[src/rtl/cascade_wdog_pkg.sv]
package cascade_wdog_pkg;

   // One-hot stage state; bit positions are visible at the ports
   typedef enum logic [3:0] {
      ST_IDLE = 4'b0001,
      ST_RUN1 = 4'b0010,
      ST_RUN2 = 4'b0100,
      ST_DEAD = 4'b1000
   } wd_state_e;

   function automatic int max2(input int a, input int b);
      return (a > b) ? a : b;
   endfunction

endpackage

[src/rtl/wdog_stage.sv]
module wdog_stage
   import cascade_wdog_pkg::*;
#(
   parameter int T1       = 5,
   parameter int T2       = 15,
   parameter bit ABORT_EN = 1'b1
) (
   input  logic       clk,
   input  logic       rst_n,
   input  logic       tick,
   input  logic       start,
   input  logic       clr,
   input  logic       hw_mode,
   output logic [3:0] state_o,
   output logic       link_bad_o,
   output logic       kill_o
);

   localparam int TMAX = max2(T1, T2);
   localparam int LW   = $clog2(2 * TMAX + 1);

   if (T1 < 1 || T2 < 1) begin : g_bad_len
      $error("wdog_stage: both intervals must be at least one tick");
   end

   wd_state_e      st_q;
   logic [LW-1:0]  cnt_q;
   logic [LW-1:0]  lim;

   always_comb begin
      lim = (st_q == ST_RUN1) ? LW'(T1) : LW'(T2);
      if (hw_mode) lim = lim << 1;
   end

   always_ff @(posedge clk) begin
      if (!rst_n || clr) begin
         st_q  <= ST_IDLE;
         cnt_q <= '0;
      end else begin
         unique case (st_q)
            ST_IDLE: begin
               if (start) begin
                  st_q  <= ST_RUN1;
                  cnt_q <= '0;
               end
            end
            ST_RUN1: begin
               if (ABORT_EN && !start) begin
                  st_q  <= ST_IDLE;
                  cnt_q <= '0;
               end else if (tick) begin
                  if (cnt_q == lim - 1'b1) begin
                     st_q  <= ST_RUN2;
                     cnt_q <= '0;
                  end else begin
                     cnt_q <= cnt_q + 1'b1;
                  end
               end
            end
            ST_RUN2: begin
               if (tick) begin
                  if (cnt_q == lim - 1'b1) begin
                     st_q  <= ST_DEAD;
                     cnt_q <= '0;
                  end else begin
                     cnt_q <= cnt_q + 1'b1;
                  end
               end
            end
            default: begin
               st_q <= ST_DEAD;
            end
         endcase
      end
   end

   assign state_o    = st_q;
   assign link_bad_o = (st_q == ST_RUN2) || (st_q == ST_DEAD);
   assign kill_o     = (st_q == ST_DEAD);

   assert_onehot_R11: assert property (@(posedge clk) disable iff (!rst_n)
      $countones(state_o) == 1);

   assert_cnt_range_R2: assert property (@(posedge clk) disable iff (!rst_n)
      (st_q == ST_RUN1 || st_q == ST_RUN2) |-> (cnt_q < lim));

   assert_kill_from_run2_R5: assert property (@(posedge clk) disable iff (!rst_n)
      $rose(kill_o) |-> $past(st_q) == ST_RUN2);

   assert_kill_latched_R9: assert property (@(posedge clk) disable iff (!rst_n)
      (kill_o && !clr) |=> kill_o);

   if (ABORT_EN) begin : g_abort_chk
      assert_abort_R3: assert property (@(posedge clk) disable iff (!rst_n)
         (st_q == ST_RUN1 && !start) |=> (st_q == ST_IDLE));
   end

endmodule

[src/rtl/wdog_hold_timer.sv]
module wdog_hold_timer #(
   parameter int LIMIT = 20
) (
   input  logic clk,
   input  logic rst_n,
   input  logic tick,
   input  logic active,
   input  logic clr,
   output logic fired_o
);

   localparam int CW = $clog2(LIMIT + 1);

   if (LIMIT < 1) begin : g_bad_limit
      $error("wdog_hold_timer: LIMIT must be at least one tick");
   end

   logic [CW-1:0] cnt_q;
   logic          fired_q;

   always_ff @(posedge clk) begin
      if (!rst_n || clr) begin
         cnt_q   <= '0;
         fired_q <= 1'b0;
      end else if (!active) begin
         cnt_q <= '0;
      end else if (tick && !fired_q) begin
         if (cnt_q == CW'(LIMIT - 1)) fired_q <= 1'b1;
         else                         cnt_q   <= cnt_q + 1'b1;
      end
   end

   assign fired_o = fired_q;

   assert_fire_latched_R8: assert property (@(posedge clk) disable iff (!rst_n)
      (fired_q && !clr) |=> fired_q);

endmodule

[src/rtl/cascade_wdog.sv]
module cascade_wdog
   import cascade_wdog_pkg::*;
#(
   parameter int SUS_T1 = 5,
   parameter int SUS_T2 = 15,
   parameter int SEI_T1 = 4,
   parameter int SEI_T2 = 1,
   parameter int PWR_T  = 20,
   parameter bit PWR_EN = 1'b1
) (
   input  logic       clk,
   input  logic       rst_n,
   input  logic       tick,
   input  logic       over_level,
   input  logic       clear_req,
   input  logic       hw_mode,
   output logic       sus_link_bad,
   output logic       sei_link_bad,
   output logic       warn_shutdown,
   output logic       sei_dac_kill,
   output logic       sus_dac_kill,
   output logic       coil_pwr_off,
   output logic [3:0] sus_state,
   output logic [3:0] sei_state
);

   if (SUS_T2 <= SEI_T1 + SEI_T2) begin : g_bad_order
      $error("cascade_wdog: isolation kill must precede suspension kill");
   end

   logic clr_ok;
   assign clr_ok = clear_req & ~over_level;

   wdog_stage #(.T1(SUS_T1), .T2(SUS_T2), .ABORT_EN(1'b1)) u_sus (
      .clk        (clk),
      .rst_n      (rst_n),
      .tick       (tick),
      .start      (over_level),
      .clr        (clr_ok),
      .hw_mode    (hw_mode),
      .state_o    (sus_state),
      .link_bad_o (sus_link_bad),
      .kill_o     (sus_dac_kill)
   );

   wdog_stage #(.T1(SEI_T1), .T2(SEI_T2), .ABORT_EN(1'b0)) u_sei (
      .clk        (clk),
      .rst_n      (rst_n),
      .tick       (tick),
      .start      (sus_link_bad),
      .clr        (clr_ok),
      .hw_mode    (hw_mode),
      .state_o    (sei_state),
      .link_bad_o (sei_link_bad),
      .kill_o     (sei_dac_kill)
   );

   assign warn_shutdown = sei_link_bad;

   if (PWR_EN) begin : g_pwr
      wdog_hold_timer #(.LIMIT(PWR_T)) u_pwr (
         .clk     (clk),
         .rst_n   (rst_n),
         .tick    (tick),
         .active  (over_level & hw_mode),
         .clr     (clr_ok),
         .fired_o (coil_pwr_off)
      );
   end else begin : g_no_pwr
      assign coil_pwr_off = 1'b0;
   end

   assert_iso_first_R5: assert property (@(posedge clk) disable iff (!rst_n)
      sus_dac_kill |-> sei_dac_kill);

   assert_warn_after_link_R4: assert property (@(posedge clk) disable iff (!rst_n)
      warn_shutdown |-> sus_link_bad);

   assert_pwr_hw_only_R8: assert property (@(posedge clk) disable iff (!rst_n)
      $rose(coil_pwr_off) |-> $past(hw_mode));

   assert_clear_drops_R10: assert property (@(posedge clk) disable iff (!rst_n)
      clr_ok |=> (!sus_link_bad && !sei_dac_kill && !coil_pwr_off));

endmodule

[config.mk]
export PLATFORM = sky130hd
export DESIGN_NAME = cascade_wdog
export DESIGN_NICKNAME = d
export VERILOG_FILES = /design/src/rtl/cascade_wdog_pkg.sv /design/src/rtl/wdog_stage.sv /design/src/rtl/wdog_hold_timer.sv /design/src/rtl/cascade_wdog.sv
export SDC_FILE = /design/constraint.sdc
export NUM_CORES = 1
export LEC_CHECK = 0
export ABC_AREA = 1
export ABC_CLOCK_PERIOD_IN_PS = 1500
export BUFFER_PORTS_ARGS = -buffer_cell sky130_fd_sc_hd__buf_2
export CORE_AREA = 4 4 58 73
export DETAILED_ROUTE_END_ITERATION = 7
export DIE_AREA = 0 0 62 77
export GPL_ROUTABILITY_DRIVEN = 0
export PLACE_DENSITY_LB_ADDON = 0.15
export SYNTH_ARGS = -nofsm -noshare
export SYNTH_HDL_FRONTEND = slang
export SYNTH_SLANG_ARGS = --single-unit
[constraint.sdc]
create_clock -name clk -period 1.5 [get_ports clk]
set_input_delay 0.15 -clock clk [delete_from_list [all_inputs] [get_ports clk]]
set_output_delay 0.15 -clock clk [all_outputs]
set_load 0.02 [all_outputs]
After elaboration in Yosys (flattened, before gate mapping)
Cells that the tools add are included.
Word-level totals
  register bits after elaboration: 23
  input port bits: 6
  output and inout bits: 14
  logic and storage cells: 80
Operators by class
  add/sub/neg operators: 5
  eq/ne operators: 22
  mux-type cells: 26
  bitwise logic cells: 5
  reduce and logical (&&, ||, !) cells: 16
Operators with widths (count)
  $mux 4: 16
  $mux 5: 5
  $pmux 4 s3: 2
  $pmux 5 s3: 1
  $ne 2x2->1 const B: 6
  $add 5x1->5 const B: 2
  $reduce_and 5->1: 2
  $eq 4x1->1 const B: 2
  $eq 4x2->1 const B: 2
  $eq 4x3->1 const B: 2
  $eq 4x4->1 const B: 2
  $pmux 4 s2: 1
  $ne 2x1->1 const B: 3
  $ne 3x3->1 const B: 2
  $reduce_and 3->1: 2
  $eq 5x5->1: 1
  $eq 5x5->1 const B: 1
  $sub 5x1->5 const B: 1
  $add 4x1->4 const B: 1
  $eq 4x4->1: 1
  $reduce_and 2->1: 2
  $reduce_or 2->1: 2
  $sub 4x1->4 const B: 1
  $logic_or 1x1->1: 3
  other kinds (7): 11

Depth between registers and ports, before layout
  depth after elaboration: 9
  gate-level depth with buffers: 12
  gate-level depth less buffers: 12

Hierarchy
From an unflattened synthesis, not the netlist that was laid out.
Second synthesis, totals
  cells, all modules: 237
  area total of the unflattened synthesis: 1554.0 µm²
By module, submodules not included
  wdog_stage at u_sus: instances 1, cells an instance 103, area an instance 670.6 µm², sequential area each 180.2 µm²
  wdog_stage at u_sei: instances 1, cells an instance 78, area an instance 523.0 µm², sequential area each 160.2 µm²
  wdog_hold_timer: instances 1, cells an instance 51, area an instance 337.8 µm², sequential area each 120.1 µm²
  cascade_wdog: instances 1, cells an instance 5, area an instance 22.5 µm², sequential area each 0.0 µm²

Worst setup path after synthesis
Ideal clock, no wire load.
  path kind: register -> register
  start: register u_sei.st_q[1] (netlist: u_sei.state_o[1])
  end: register u_sei.cnt_q[0]
  setup time: 116 ps
  data arrival time: 1365 ps
  required time: 1384 ps
  slack: 20 ps
  cell stages (with the launch flop): 10
  path buffers: 0
  period minus slack after synthesis: 1480 ps
  path through: dfxtp_1 inv_1 nor2_4 nand2_4 nand2_2 nor2_1 nor2_4 nand2_1 nand2_2 nor2_1
On the way
  longest elaborated chain between the ends: 8
  elaborated cells on any way between the ends: 15
  those cells by class: add/sub (1); eq/ne (6); mux (5); reduce/logical (3)
Ends and longest elaborated chain
  start, declared: RTL line wdog_stage.sv:26  | wd_state_e st_q;
  start signal, assigned: RTL line wdog_stage.sv:37  | st_q <= ST_IDLE;
  start signal, assigned: RTL line wdog_stage.sv:43  | st_q <= ST_RUN1;
  start signal, assigned: RTL line wdog_stage.sv:49  | st_q <= ST_IDLE;
  $eq 4x2->1: RTL line wdog_stage.sv:31, wdog_stage.sv:40
  $mux 3: RTL line wdog_stage.sv:31  | lim = (st_q == ST_RUN1) ? LW'(T1) : LW'(T2);
  $mux 4: RTL line wdog_stage.sv:32  | if (hw_mode) lim = lim << 1;
  $sub 4x1->4: RTL line wdog_stage.sv:52, wdog_stage.sv:62
  $eq 4x4->1: RTL line wdog_stage.sv:52, wdog_stage.sv:62
  $mux 4: RTL line wdog_stage.sv:52, wdog_stage.sv:62
  $mux 4: RTL line wdog_stage.sv:61  | if (tick) begin
  $pmux 4 s2: RTL line wdog_stage.sv:40  | unique case (st_q)
  end signal, assigned: RTL line wdog_stage.sv:56  | cnt_q <= cnt_q + 1'b1;
  end signal, assigned: RTL line wdog_stage.sv:66  | cnt_q <= cnt_q + 1'b1;
  end, declared: RTL line wdog_stage.sv:27  | logic [LW-1:0] cnt_q;
Several ways; a longest one is shown, not always the timed one. The select of a mux whose other input is x is not followed.
A chain may end at the register's enable or synchronous reset.

Worst setup path in the final report
  start: register u_sus.st_q[2] (netlist: u_sus.state_o[2])
  end: register u_sus.st_q[3] (netlist: u_sus.state_o[3])
On the way
  longest elaborated chain between the ends: 7
  elaborated cells on any way between the ends: 14
  those cells by class: add/sub (1); eq/ne (9); mux (3); reduce/logical (1)
Ends and longest elaborated chain (RTL line)
  start, declared: wdog_stage.sv:26
  start signal, assigned: wdog_stage.sv:37
  start signal, assigned: wdog_stage.sv:43
  start signal, assigned: wdog_stage.sv:49
  $eq 4x2->1: wdog_stage.sv:31, wdog_stage.sv:40
  $mux 4: wdog_stage.sv:31
  $mux 5: wdog_stage.sv:32
  $sub 5x1->5: wdog_stage.sv:52, wdog_stage.sv:62
  $eq 5x5->1: wdog_stage.sv:52, wdog_stage.sv:62
  $ne 3x3->1 (no source line) / $ne 2x1->1 (equally long branches)
  $reduce_and 5->1 (no source line)
Several ways; a longest one is shown, not always the timed one.

==> results.cfg <==
[die]
dieArea_um2 = 4770
chipWidth_um = 62
design.core.area_um2 = 3510
placementRows = 24
die_height_um = 77
initial_core_util_pct = 38.9
pin_count = 20

[synthesis]
synth_top_family_by_area = simple AND/OR/NAND/NOR gates
synth.avg_cell_area_um2 = 6.69
yosys.area_share.xor_xnor_pct = 1.28
synth_area_leaders = dfxtp_1 34%, nand2_1 12%, nand3_1 8.1%
ys_seq_area_share_pct = 33.7
yosysWarnings = 0
synth_fp_nets = 213
yosys.area_share.simple_pct = 40.9
synth-seq-cells = 23
syn_area_um2 = 1370
synth_top_area_cell = dfxtp_1
syn-instance-count = 204
synth_mux_area_share_pct = 0
netlist.area_leader.share_pct = 33.7
synthAdderAreaFrac_pct = 2.75
synthDistinctLibCells = 25
synth_compound_area_share_pct = 13.7

[pwr]
total_power_w = 0.00211
p_leak_nw = 0.785
vdd_drop_max_mv = 0.604
p_per_area_nw_per_um2 = 1230

[grt]
grt_pass1_wl_mm = 5.47
grt_pass1_vias = 1233
grt_max_degree = 13
track_usage_pct = 14.4
grt_antenna_before_repair = 0
overflow = 0

[sta]
fin_worst_skew_ns = 0.00516
max_freq_mhz = 694
min_period_over_period_pct = 96.1
worst_pin_slew_ns = 0.357
setup_tns_ns = 0
fin_crit_ns = 1.44
hold_violations = 0
setup_viol = 0
drv_slew = 0
relSlewSlack_pct = 76.1
holdWs_ns = 0.134
grt_setup_unrepaired = true

[clock_network]
cts_tree = yes
clk_latency_ns = 0.26
numCtsBuffers = 3
cts.sinks = 23
cts-root-buf = clkbuf_8
ctsHoldBuffers = 0
clock_path_buffers = 2
h-tree-depth = 1
clkTransAtPathRegs_ns = 0.08

[min_path]
min_path_type = in -> reg

[layout]
num_antenna_cells = 0
finalNetCount = 248
area_growth_pct = 25.7
postLayoutCoreUtil_pct = 48.8
fin_cells = 277
drive_gt1_share_pct = 30.3

[route]
wire_per_inst_um = 11.9
vias = 1393
ant_nets = 0
vias_per_cell = 5.03
first_iter_violations = 49
drt_first_pass_iters = 4
drc = 0
drt-total-wl_mm = 3.29

[setup_path]
r2r_slack_ns = 0.06
crit_buf_inv = 0
cpPeakStageDelay_ns = 0.37
setup.worst_path.end_class = flop
cp-start-kind = flop
crit_type = reg -> reg
critPathSlowestCell = dfxtp_4
crit_path_max_fanout = 7
crit_chain = nor2_4 > nand3_4 > nand2_2 > nand3_2 > nor2_4 > nand2_4 > nand2_2 > nand3_1 > nor2_1
arrival_ns = 1.62
required_ns = 1.68
crit_family = simple AND/OR/NAND/NOR gates

[placed_design]
hpwl_mm = 2.48
port_buffers = 19
place_inst = 266

[job]
drv_cap = 0

[run_status]
status = finished, final reports clean
-- layer usage --
metal / up-vias / share of wire (%) / global-route usage, %
met3: 4 / 3.4 / 2.35
met4: 0 / 0.94 / 4.88
met2: 31 / 50 / 22.3
met5: - / 0 / 0
li1: 730 / - / -
met1: 628 / 46 / 19.7
-- final cells by class --
type                            count  area (µm²)
Clock buffer                        4        45.0
Timing Repair Buffer               31         198
Fill cell                         351        1800
Inverter                           26        97.6
Sequential cell                    23         479
Multi-Input combinational cell    154         847
Tap cell                           39        48.8
-- worst paths after layout --
kind | endpoint | start | depth (start not counted)
worst min register to register | g_pwr.u_pwr.cnt_q[3] | g_pwr.u_pwr.cnt_q[3] | 1
worst min-delay path | u_sus.state_o[0] | over_level | 2
worst max-delay path | u_sus.state_o[3] | u_sus.state_o[2] | 9
worst max register to register | u_sus.state_o[3] | u_sus.state_o[2] | 9
-- flip-flops by register name, summed over array words and instances (netlist names) --
name                 flops
u_sei.cnt_q              4
u_sus.state_o            4
g_pwr.u_pwr.fired_o      1
g_pwr.u_pwr.cnt_q        5
u_sus.cnt_q              5
u_sei.state_o            4
-- report_power, final --
part	internal [W]	switching, W	leakage, nW
Combinational	0.000340	0.000622	0.572
Clock	0.000189	0.000180	0.0228
Sequential	0.000693	0.0000820	0.190
Total	0.00122	0.000884	0.785
-- cells in the mapped netlist --
cell type / instances
nand2_1: 45
nor2_1: 26
inv_1: 25
dfxtp_1: 23
nand3_1: 22
a21oi_1: 17
o21ai_0: 10
nand2_2: 6
nand4_1: 4
nor2_4: 4
ha_1: 3
a21oi_2: 2
nor2_2: 2
nor3_1: 2
o21ai_1: 2
xor2_1: 2
a21oi_4: 1
buf_4: 1
inv_2: 1
nand2_4: 1
nand3_2: 1
nand3_4: 1
nor4_1: 1
o21bai_1: 1
or2_2: 1
-- cell usage in the layout (no fill, tap or decap) --
cell type	Yosys	routed
clkbuf_8	0	3
inv_1	25	24
o21ai_0	10	8
buf_4	1	11
clkbuf_1	0	1
ha_1	3	3
a21oi_4	1	1
nand2_2	6	9
o21ai_1	2	4
a21oi_1	17	17
o21bai_1	1	1
buf_12	0	1
nor4_1	1	1
dfxtp_2	0	3
nor2_2	2	3
buf_2	0	19
xor2_1	2	2
nand3_2	1	4
inv_2	1	2
dfxtp_1	23	16
nand3_4	1	1
nor2_4	4	5
a21oi_2	2	2
nand2_1	45	40
or2_2	1	1
nor2_1	26	24
dfxtp_4	0	4
nand4_1	4	4
nand2_4	1	3
nand3_1	22	19
nor3_1	2	2
-- kinds of logic after synthesis --
logic type	Yosys count
AO/OA/AOI/OAI	33
flip-flops	23
AND/OR/NAND/NOR	116
buffers and inverters	27
adder cells (fa/ha/maj)	3
XOR/XNOR	2
-- metrics by stage --
stage	worst slack (ns)	instance area (µm²)
global route	-0.0481	1720
global placement	0.0182	1540
CTS	0.00219	1590
floorplan	0.0197	1370
detailed placement	-0.0208	1540
finish	0.0589	1720
-- repair_timing --
item                       4_1_cts  5_1_grt
buffers inserted                 0        7
setup endpoints to repair        1       17
gates resized for setup          1       26
pin swaps                        0        9
No activity file was read; power rests on OpenSTA's default activity.
